**src/rtl/i2s_tx_pkg.sv**
```systemverilog
`timescale 1ns/1ps
package i2s_tx_pkg;

  // Channel carried by a slot, as given by the sampled word-select level.
  typedef enum logic {
    CH_LEFT  = 1'b0,
    CH_RIGHT = 1'b1
  } chan_e;

endpackage

```
**src/rtl/i2s_tx_sync_edge.sv**
```systemverilog
`timescale 1ns/1ps
// Brings the master's bit clock and word select into the system domain and
// reports falling bit-clock edges and word-select changes (sampled at rises).
module i2s_tx_sync_edge #(
  parameter int SYNC_STAGES = 2
) (
  input  logic                clk,
  input  logic                rst_n,
  input  logic                bclk_async,
  input  logic                ws_async,
  output logic                bclk_fall,
  output logic                slot_edge,
  output i2s_tx_pkg::chan_e   slot_chan
);
  import i2s_tx_pkg::*;

  localparam int LAST = SYNC_STAGES - 1;

  logic [LAST:0] bclk_sh;
  logic [LAST:0] ws_sh;
  logic          bclk_s;
  logic          ws_s;
  logic          bclk_d;
  logic          ws_last;
  logic          ws_seen;
  logic          bclk_rise;

  always_ff @(posedge clk or negedge rst_n) begin
    if (!rst_n) begin
      bclk_sh <= '0;
      ws_sh   <= '0;
    end else begin
      bclk_sh[0] <= bclk_async;
      ws_sh[0]   <= ws_async;
      for (int i = 1; i < SYNC_STAGES; i++) begin
        bclk_sh[i] <= bclk_sh[i-1];
        ws_sh[i]   <= ws_sh[i-1];
      end
    end
  end

  assign bclk_s = bclk_sh[LAST];
  assign ws_s   = ws_sh[LAST];

  always_ff @(posedge clk or negedge rst_n) begin
    if (!rst_n) begin
      bclk_d  <= 1'b0;
      ws_last <= 1'b0;
      ws_seen <= 1'b0;
    end else begin
      bclk_d <= bclk_s;
      if (bclk_rise) begin
        ws_last <= ws_s;
        ws_seen <= 1'b1;
      end
    end
  end

  assign bclk_rise = bclk_s & ~bclk_d;
  assign bclk_fall = ~bclk_s & bclk_d;
  assign slot_edge = bclk_rise & ws_seen & (ws_s != ws_last);
  assign slot_chan = ws_s ? CH_RIGHT : CH_LEFT;

endmodule

```
**src/rtl/i2s_tx_pair_hold.sv**
```systemverilog
`timescale 1ns/1ps
// One-entry holding register plus the frame shadow that feeds both slots.
module i2s_tx_pair_hold #(
  parameter int WORD_W = 16
) (
  input  logic              clk,
  input  logic              rst_n,
  input  logic              in_valid,
  input  logic [WORD_W-1:0] in_left,
  input  logic [WORD_W-1:0] in_right,
  input  logic              take,
  output logic              in_ready,
  output logic              hold_full,
  output logic [WORD_W-1:0] left_word,
  output logic [WORD_W-1:0] right_word,
  output logic              err_underrun
);
  logic [WORD_W-1:0] hold_l;
  logic [WORD_W-1:0] hold_r;
  logic [WORD_W-1:0] shad_l;
  logic [WORD_W-1:0] shad_r;
  logic              full;
  logic              accept;

  assign accept = in_valid & ~full;

  always_ff @(posedge clk or negedge rst_n) begin
    if (!rst_n) begin
      hold_l       <= '0;
      hold_r       <= '0;
      shad_l       <= '0;
      shad_r       <= '0;
      full         <= 1'b0;
      err_underrun <= 1'b0;
    end else begin
      if (take) begin
        if (full) begin
          shad_l <= hold_l;
          shad_r <= hold_r;
          full   <= 1'b0;
        end else begin
          err_underrun <= 1'b1;
        end
      end
      if (accept) begin
        hold_l <= in_left;
        hold_r <= in_right;
        full   <= 1'b1;
      end
    end
  end

  assign in_ready   = ~full;
  assign hold_full  = full;
  // The left word loads in the same cycle as the take, so it is picked
  // from the holding register directly; the right word reads the shadow.
  assign left_word  = full ? hold_l : shad_l;
  assign right_word = shad_r;

endmodule

```
**src/rtl/i2s_tx_shifter.sv**
```systemverilog
`timescale 1ns/1ps
// Slot bit counter and output shift register.
module i2s_tx_shifter #(
  parameter int WORD_W = 16
) (
  input  logic              clk,
  input  logic              rst_n,
  input  logic              bclk_fall,
  input  logic              slot_edge,
  input  logic              slot_left,
  input  logic [WORD_W-1:0] left_word,
  input  logic [WORD_W-1:0] right_word,
  output logic              sdata,
  output logic              started,
  output logic              err_short
);
  localparam int CNT_LIMIT = WORD_W + 1;
  localparam int CNT_W     = $clog2(CNT_LIMIT + 1);
  localparam logic [CNT_W-1:0] CNT_MAX  = CNT_W'(CNT_LIMIT);
  localparam logic [CNT_W-1:0] CNT_DATA = CNT_W'(WORD_W);

  logic [CNT_W-1:0]  cnt;
  logic [WORD_W-1:0] sreg;
  logic              load;

  assign load = slot_edge & (started | slot_left);

  always_ff @(posedge clk or negedge rst_n) begin
    if (!rst_n) begin
      cnt       <= CNT_MAX;
      sreg      <= '0;
      sdata     <= 1'b0;
      started   <= 1'b0;
      err_short <= 1'b0;
    end else begin
      if (load) begin
        if (started && (cnt < CNT_MAX)) begin
          err_short <= 1'b1;
        end
        started <= 1'b1;
        cnt     <= '0;
        sreg    <= slot_left ? left_word : right_word;
      end else if (bclk_fall && started) begin
        if (cnt < CNT_DATA) begin
          sdata <= sreg[WORD_W-1];
          sreg  <= {sreg[WORD_W-2:0], 1'b0};
        end else begin
          sdata <= 1'b0;
        end
        if (cnt < CNT_MAX) begin
          cnt <= cnt + 1'b1;
        end
      end
    end
  end

endmodule

```
**src/rtl/i2s_slave_tx.sv**
```systemverilog
`timescale 1ns/1ps
module i2s_slave_tx #(
  parameter int WORD_W      = 16,
  parameter int SYNC_STAGES = 2
) (
  input  logic              clk,
  input  logic              rst_n,
  input  logic              bclk,
  input  logic              ws,
  output logic              sdata,
  input  logic              in_valid,
  output logic              in_ready,
  input  logic [WORD_W-1:0] in_left,
  input  logic [WORD_W-1:0] in_right,
  output logic              err_short,
  output logic              err_underrun
);
  import i2s_tx_pkg::*;

  logic              bclk_fall;
  logic              slot_edge;
  chan_e             slot_chan;
  logic              slot_left;
  logic              left_start;
  logic              started;
  logic              hold_full;
  logic [WORD_W-1:0] left_word;
  logic [WORD_W-1:0] right_word;

  i2s_tx_sync_edge #(.SYNC_STAGES(SYNC_STAGES)) u_sync (
    .clk       (clk),
    .rst_n     (rst_n),
    .bclk_async(bclk),
    .ws_async  (ws),
    .bclk_fall (bclk_fall),
    .slot_edge (slot_edge),
    .slot_chan (slot_chan)
  );

  assign slot_left  = (slot_chan == CH_LEFT);
  assign left_start = slot_edge & slot_left;

  i2s_tx_pair_hold #(.WORD_W(WORD_W)) u_hold (
    .clk         (clk),
    .rst_n       (rst_n),
    .in_valid    (in_valid),
    .in_left     (in_left),
    .in_right    (in_right),
    .take        (left_start),
    .in_ready    (in_ready),
    .hold_full   (hold_full),
    .left_word   (left_word),
    .right_word  (right_word),
    .err_underrun(err_underrun)
  );

  i2s_tx_shifter #(.WORD_W(WORD_W)) u_shift (
    .clk       (clk),
    .rst_n     (rst_n),
    .bclk_fall (bclk_fall),
    .slot_edge (slot_edge),
    .slot_left (slot_left),
    .left_word (left_word),
    .right_word(right_word),
    .sdata     (sdata),
    .started   (started),
    .err_short (err_short)
  );

endmodule

```
**config.mk**
```make
export PLATFORM = sky130hd
export DESIGN_NAME = i2s_slave_tx
export DESIGN_NICKNAME = d
export VERILOG_FILES = /design/src/rtl/i2s_tx_pkg.sv /design/src/rtl/i2s_tx_sync_edge.sv /design/src/rtl/i2s_tx_pair_hold.sv /design/src/rtl/i2s_tx_shifter.sv /design/src/rtl/i2s_slave_tx.sv
export SDC_FILE = /design/constraint.sdc
export NUM_CORES = 1
export LEC_CHECK = 0
export BUFFER_PORTS_ARGS = -buffer_cell sky130_fd_sc_hd__buf_2
export CAP_MARGIN = 40
export CORE_UTILIZATION = 50
export CTS_BUF_LIST = sky130_fd_sc_hd__clkbuf_4 sky130_fd_sc_hd__clkbuf_8 sky130_fd_sc_hd__clkbuf_16
export DETAILED_ROUTE_END_ITERATION = 8
export GPL_TIMING_DRIVEN = 0
export PLACE_DENSITY = 0.67
export SLEW_MARGIN = 15
export SYNTH_ARGS = -nofsm -noshare
export SYNTH_HDL_FRONTEND = slang
export SYNTH_SLANG_ARGS = --single-unit
```
**constraint.sdc**
```tcl
create_clock -name clk -period 4.4 [get_ports clk]
set_input_delay 0.66 -clock clk [delete_from_list [all_inputs] [get_ports clk]]
set_output_delay 0.66 -clock clk [all_outputs]
set_load 0.05 [all_outputs]
```
==> flow_metrics.tcl, run 1 <==
set metrics [dict create \
    synth_compound_area_share_pct 9.81 \
    max-slew-margin-rel_pct 70.7 \
    ys_top_cells_by_count "dfrtp_1 (95), mux2_2 (42), mux2_1 (23), o21ai_0 (19)" \
    synth-edff-count 0 \
    period_share_pct 45.2 \
    antenna_left 0 \
    grt_max_degree 69 \
    vdd_ir_drop_max_v 0.000271 \
    finClkSkew_ns 0.0102 \
    layout.nets 395 \
    final_util_pct 59.4 \
    grt_usage_pct 19.0 \
    gr-total-overflow 0 \
    io_pins 41 \
    synth_flop_cell "dfrtp_1" \
    critPathKind "register to primary output" \
    p_leak_nw 2.26 \
    chipWidth_um 92.8 \
    antenna_found_initial 0 \
    drive_gt1_share_pct 33.4 \
    fmax_mhz 503 \
    synthXorXnorAreaFrac_pct 0.425 \
    yosys.area_share.simple_pct 6.11 \
    dieArea_um2 8600 \
    p_clk_share_pct 20.3 \
    yosys-top-cells-area "dfrtp_1 (58%), mux2_2 (11%), mux2_1 (6.3%)" \
    rsz0062_at_grt "no" \
    synth_area_leader_cell "dfrtp_1" \
    critPathLaunchType "register" \
    yosys_warnings 0 \
    vias 2480 \
    totalWireLength_mm 7.33 \
    diodes 0 \
    arrival_ns 1.33 \
    sw_frac_of_total_pct 29.6 \
    status "finished, final reports clean" \
    area_delta_synth_final_pct 13.2 \
    num-fill-cells 670 \
    synthArstFlopShare_pct 100 \
    cts-root-buf "clkbuf_8" \
    clkLatencyLatePin_ns 0.36 \
    seq_power_share_pct 56.9 \
    yosysMostFrequentCell "dfrtp_1" \
    crit_path_max_fanout 10 \
    grt_pass1_wl_mm 12.3 \
    die_h_um 92.8 \
    yosys.area_share.adder_pct 0.304 \
    period_needed_ns 1.99 \
    hold_class "primary input to asynchronous set/reset pin" \
    drv_slew 0 \
    crit_path_end_kind "primary output" \
    cts_buffers 9 \
    route.detailed.drc 0 \
    pwr-share-comb_pct 22.8 \
    cap_violations 0 \
    place_congestion 0.728 \
    critical_path_required_ns 3.74 \
    wire_per_inst_um 15.8 \
    drtPass1Iterations 4 \
    multi_input_area_um2 1580 \
    design_area_um2 4660 \
    drt-initial-drc-count 156 \
    worstMarginPinSlew_ns 0.440 \
    place_area_um2 4480 \
    dp_hpwl_mm 5.09 \
    viasPerCell 5.34 \
    synth-seq-area-share_pct 59.0 \
    yosysTopAreaCellShare_pct 57.7 \
    seq_area_um2 2430 \
    synthDistinctLibCells 38 \
    finalNonFillerCells 464 \
    internal_power_mw 1.83 \
    synth_cells 305 \
    cts_setup_buffers 0 \
    initial_core_util_pct 52.5 \
    place_inst 448 \
    p_sw_mw 0.767 \
    tns_ns 0 \
    postSynthAreaPerCell_um2 13.5 \
    syn-cell-area_um2 4120 \
    synth_top_family_by_area "multiplexers" \
    cts_tree "done" \
    p_per_area_nw_per_um2 556 \
    cts_buffer_depth 2 \
    clk_pin_slew_ns 0.09 \
    synth_mux_area_share_pct 21.7 \
    synth_nets 343 \
    report.final.hold_viol_count 0 \
    grt_pass1_vias 2439 \
    coreArea_um2 7850 \
    finalSetupViolCount 0 \
    numPortBuffers 40 \
    clkSinkCount 97 \
    cts_resized 0 \
    htree_levels 3 \
    ctsHoldBuffers 0 \
    ys_ff_latch 97 \
    num_rows 32 \
]
[final cells by class]
type | count | share of cell area [%]
inverters | 1 | 0.0806
repair buffers | 41 | 5.02
clock inverters | 6 | 0.913
flip-flops and latches | 97 | 52.1
plain buffers | 18 | 2.28
clock buffers | 10 | 2.95
well taps | 102 | 2.74
multi-input cells | 189 | 33.9
[cell families after synthesis]
logic type,Yosys count
simple gates,47
fa+ha+maj,1
flops,97
buf+inv,19
compound gates,58
xor+xnor,2
mux,81
[per-layer routing]
metal,routed length [um],up-vias,track usage [%]
li1,-,1189,-
met1,3760,1251,28.2
met2,3270,30,27.3
met3,171,10,3.53
met4,129,0,7.82
met5,0,-,0
[state kept, by name, summed over array words and instances (netlist names), 2 cells and up]
register and flops:
u_hold.right_word 16, u_shift.cnt 5, u_sync.ws_sh 2, u_hold.hold_l 16, u_hold.hold_r 16, u_hold.shad_l 16, u_sync.bclk_sh 2, u_shift.sreg 16
[power by group through the flow]
stage          registers (mW)  clock network [mW]  logic (mW)
6_report                 1.48               0.527       0.590
5_1_grt                  1.52               0.582       0.660
4_1_cts                  1.47               0.544       0.602
3_5_place_dp             1.49                   0       0.598
3_3_place_gp             1.47                   0       0.572
2_1_floorplan            1.45                   0       0.452
[metrics by stage]
stage                     setup slack (ns)  hold slack [ns]  total power [mW]
final                                 2.41            0.160              2.59
after global placement                1.70            0.334              2.04
after global routing                  2.36            0.165              2.76
after floorplan                       2.65            0.331              1.90
after detailed placement              2.47            0.337              2.09
after CTS                             2.39            0.163              2.62
[critical path, cell delays in order, from the launching register on]
cell and delay (ns):
dfrtp_1 0.37, buf_4 0.18, inv_1 0.14, buf_2 0.28
[cells in the final DEF (no fill, tap or decap), types with 2 or more instances in the layout]
| master | synthesis | final |
|---|---|---|
| dfrtp_1 | 95 | 95 |
| nand2b_1 | 3 | 3 |
| and3b_1 | 3 | 3 |
| buf_2 | 10 | 49 |
| mux2_2 | 42 | 42 |
| clkinv_2 | 0 | 2 |
| clkbuf_1 | 3 | 3 |
| nor3_1 | 2 | 2 |
| clkbuf_8 | 0 | 10 |
| mux2i_1 | 16 | 16 |
| a22o_1 | 15 | 15 |
| a21oi_1 | 3 | 3 |
| mux2_1 | 23 | 23 |
| buf_6 | 3 | 4 |
| or2_2 | 2 | 2 |
| a21o_1 | 17 | 17 |
| nor2_1 | 9 | 9 |
| dfstp_2 | 2 | 2 |
| nor2b_1 | 2 | 2 |
| o21ai_0 | 19 | 19 |
| clkinvlp_4 | 0 | 2 |
| nand2_1 | 17 | 17 |
[path summary, 6_finish.rpt]
path | cells past startpoint | to | slack (ns) | start
worst max-delay path | 3 | in_ready | 2.41 | u_hold.hold_full
worst min-delay path | 1 | u_sync.ws_seen | 0.16 | rst_n
worst max register to register | 5 | u_hold.shad_l[4] | 2.59 | u_sync.bclk_d
min in group clk | 0 | u_sync.ws_sh[1] | 0.36 | u_sync.ws_sh[0]
max in group asynchronous | 2 | u_shift.cnt[0] | 3.60 | rst_n
worst min register to register | 0 | u_sync.ws_sh[1] | 0.36 | u_sync.ws_sh[0]
No activity file was read; power rests on OpenSTA's default activity.
==> inputs of run 2 (changes only) <==
--- a/config.mk
+++ b/config.mk
@@ -5,6 +5,7 @@
 export SDC_FILE = /design/constraint.sdc
 export NUM_CORES = 1
 export LEC_CHECK = 0
+export ABC_AREA = 1
 export BUFFER_PORTS_ARGS = -buffer_cell sky130_fd_sc_hd__buf_2
 export CAP_MARGIN = 40
 export CORE_UTILIZATION = 50
==> constraint.sdc (replaced) <==
create_clock -name clk -period 1.9 [get_ports clk]
set_input_delay 0.285 -clock clk [delete_from_list [all_inputs] [get_ports clk]]
set_output_delay 0.285 -clock clk [all_outputs]
set_load 0.05 [all_outputs]
==> flow_metrics.tcl, run 2 <==
set metrics [dict create \
    status "finished, final reports clean" \
    multi_input_area_um2 1530 \
    critPathSlowestCell "dfrtp_1" \
    p_leak_nw 2.43 \
    wire_per_inst_um 13.4 \
    synth-seq-area-share_pct 57.5 \
    period_needed_ns 1.58 \
    hp-start "bclk" \
    report.final.hold_viol_count 0 \
    r2r_slack_ns 0.36 \
    critPathBufInv 3 \
    antenna_found_initial 0 \
    finalSetupViolCount 0 \
    yosys-top-cells-area "dfrtp_1 (56%), nand2_1 (13%), o21ai_0 (5.7%)" \
    p_sw_mw 2.50 \
    layout_common_cells "nand2_1 (148), dfrtp_1 (95), o21ai_0 (48)" \
    vdd_ir_drop_max_v 0.000711 \
    synth_flop_cell "dfrtp_1" \
    route.detailed.drc 0 \
    cts-root-buf "clkbuf_8" \
    synthDistinctLibCells 25 \
    synth_cells 467 \
    rr_startpoint "u_sync.ws_sh[1]" \
    r2r_end "u_hold.right_word[13]" \
    crit_path_end_kind "primary output" \
    seq_area_um2 2430 \
    viasPerCell 5.07 \
    pwr-share-comb_pct 31.0 \
    num_rows 33 \
    arrival_ns 1.30 \
    cts_buffer_depth 2 \
    crit_family "buffers and inverters" \
    synth_nets 505 \
    fmax_mhz 632 \
    grt_usage_pct 22.8 \
    num-fill-cells 778 \
    io_pins 41 \
    dieArea_um2 8830 \
    yosysTopAreaCellShare_pct 56.2 \
    clk_pin_slew_ns 0.10 \
    place_congestion 0.819 \
    finClkSkew_ns 0.00977 \
    p_clk_share_pct 19.5 \
    critPathKind "register to primary output" \
    finalNonFillerCells 631 \
    p_per_area_nw_per_um2 1420 \
    rr_worst_depth 8 \
    numPortBuffers 40 \
    clkSinkCount 97 \
    drv_slew 0 \
    max_stage_delay_ns 0.39 \
    drtPass1Iterations 4 \
    cts_buffers 9 \
    area_delta_synth_final_pct 13.6 \
    syn-cell-area_um2 4230 \
    internal_power_mw 4.30 \
    yosys.area_share.adder_pct 0.296 \
    place_inst 613 \
    chipWidth_um 94.0 \
    cts_tree "done" \
    grt_pass1_wl_mm 15.3 \
    max-slew-margin-rel_pct 68.3 \
    synth_area_leader_cell "dfrtp_1" \
    synthArstFlopShare_pct 100 \
    antenna_left 0 \
    synthXorXnorAreaFrac_pct 0 \
    grt_max_degree 63 \
    setup_ws_ns 0.318 \
    whs_endpoint "u_sync.bclk_sh[0]" \
    hold_class "primary input to register" \
    die_h_um 94.0 \
    dp_worst_setup_slack_ns 0.369 \
    yosys.area_share.simple_pct 22.7 \
    layout_commonest_cell "nand2_1" \
    synth-edff-count 0 \
    period_share_pct 83.3 \
    yosys_warnings 0 \
    grt_pass1_vias 3284 \
    seq_power_share_pct 49.6 \
    initial_core_util_pct 51.5 \
    gr-total-overflow 0 \
    tns_ns 0 \
    ys_ff_latch 97 \
    diodes 0 \
    dp_hpwl_mm 6.18 \
    ys_top_cells_by_count "nand2_1 (148), dfrtp_1 (95), o21ai_0 (48), nand3_1 (43), inv_1 (35)" \
    synth_mux_area_share_pct 5.33 \
    htree_levels 3 \
    critPathLaunchType "register" \
    synth_top_family_by_area "simple AND/OR/NAND/NOR gates" \
    crit_chain "buf_4, inv_2, buf_2" \
    totalWireLength_mm 8.47 \
    critical_path_required_ns 1.62 \
    layout.nets 559 \
    vias 3202 \
    hold_depth 1 \
    synth_compound_area_share_pct 7.87 \
    sw_frac_of_total_pct 36.8 \
    yosysMostFrequentCell "nand2_1" \
    worstMarginPinSlew_ns 0.475 \
    clkLatencyLatePin_ns 0.38 \
    drive_gt1_share_pct 20.9 \
    drt-initial-drc-count 162 \
    cap_violations 0 \
    postSynthAreaPerCell_um2 9.06 \
    crit_path_max_fanout 10 \
    hold_ws_ns 0.0148 \
    rsz0062_at_grt "no" \
    coreArea_um2 8220 \
]
==> run 2: changes by cell type in the layout (fill, tap and decap cells not counted), moves of 22 or more <==
cell     change
mux2_1      -23
nand3_1     +42
mux2_2      -22
o21ai_0     +29
nand2_1    +131
inv_1       +34
==> run 2: power by group through the flow <==
| stage | Combinational [mW] | Sequential, mW | Clock, mW |
|---|---|---|---|
| floorplan | 1.52 | 3.37 | 0 |
| global placement | 2.04 | 3.38 | 0 |
| detailed placement | 2.13 | 3.41 | 0 |
| CTS | 2.14 | 3.37 | 1.35 |
| global route | 2.44 | 3.49 | 1.44 |
| finish | 2.11 | 3.37 | 1.32 |
==> run 2: layer usage <==
metal / up-vias / wire length (um) / GRT usage (%)
met5: - / 0 / 0
met1: 1515 / 3950 / 30.2
met2: 63 / 4070 / 37.2
met3: 16 / 293 / 4.94
li1: 1608 / - / -
met4: 0 / 155 / 7.82
==> run 2: final cells by class <==
class | instances | share of cell area, %
sequential | 97 | 50.6
multi-input combinational | 310 | 31.8
timing repair buffer | 43 | 5.21
inverter | 38 | 3.07
tap | 105 | 2.73
clock buffer | 9 | 2.58
buffer | 22 | 2.55
clock inverter | 7 | 1.46
==> run 2: worst max path at each step <==
stage                      from                     to  slack (ns)  cells after the start
5_1_grt         u_shift.started        u_shift.sreg[7]        0.22                      6
6_report       u_hold.hold_full               in_ready        0.32                      3
3_3_place_gp              rst_n      u_hold.hold_r[10]       -0.41                      1
2_1_floorplan  u_hold.hold_full      u_hold.hold_l[11]        0.42                      5
4_1_cts        u_hold.hold_full               in_ready        0.30                      3
3_5_place_dp    u_sync.ws_sh[1]  u_hold.right_word[13]        0.37                      8
==> run 2: logic make-up (layout without fill, tap and decap cells) <==
logic type | count (synthesis) | after routing
DFF | 97 | 97
muxes | 20 | 20
buffers and inverters | 60 | 119
adders and majority gates | 1 | 1
AOI/OAI and AO/OA | 65 | 65
and+or+nand+nor | 224 | 224
==> run 2: through the flow <==
stage	cell area, um2	power (mW)	utilization (%)
after CTS	4800	6.87	58.5
after global placement	4560	5.42	55.5
after detailed placement	4590	5.54	55.9
after floorplan	4230	4.89	-
final	4800	6.80	58.5
after global routing	4800	7.37	58.5
==> run 2: timing repair <==
| item | CTS | global route |
|---|---|---|
| endpoints found under the hold margin | 34 | 0 |
| resized for setup | 0 | 0 |
| hold buffers | 2 | 0 |
| buffers inserted | 0 | 0 |
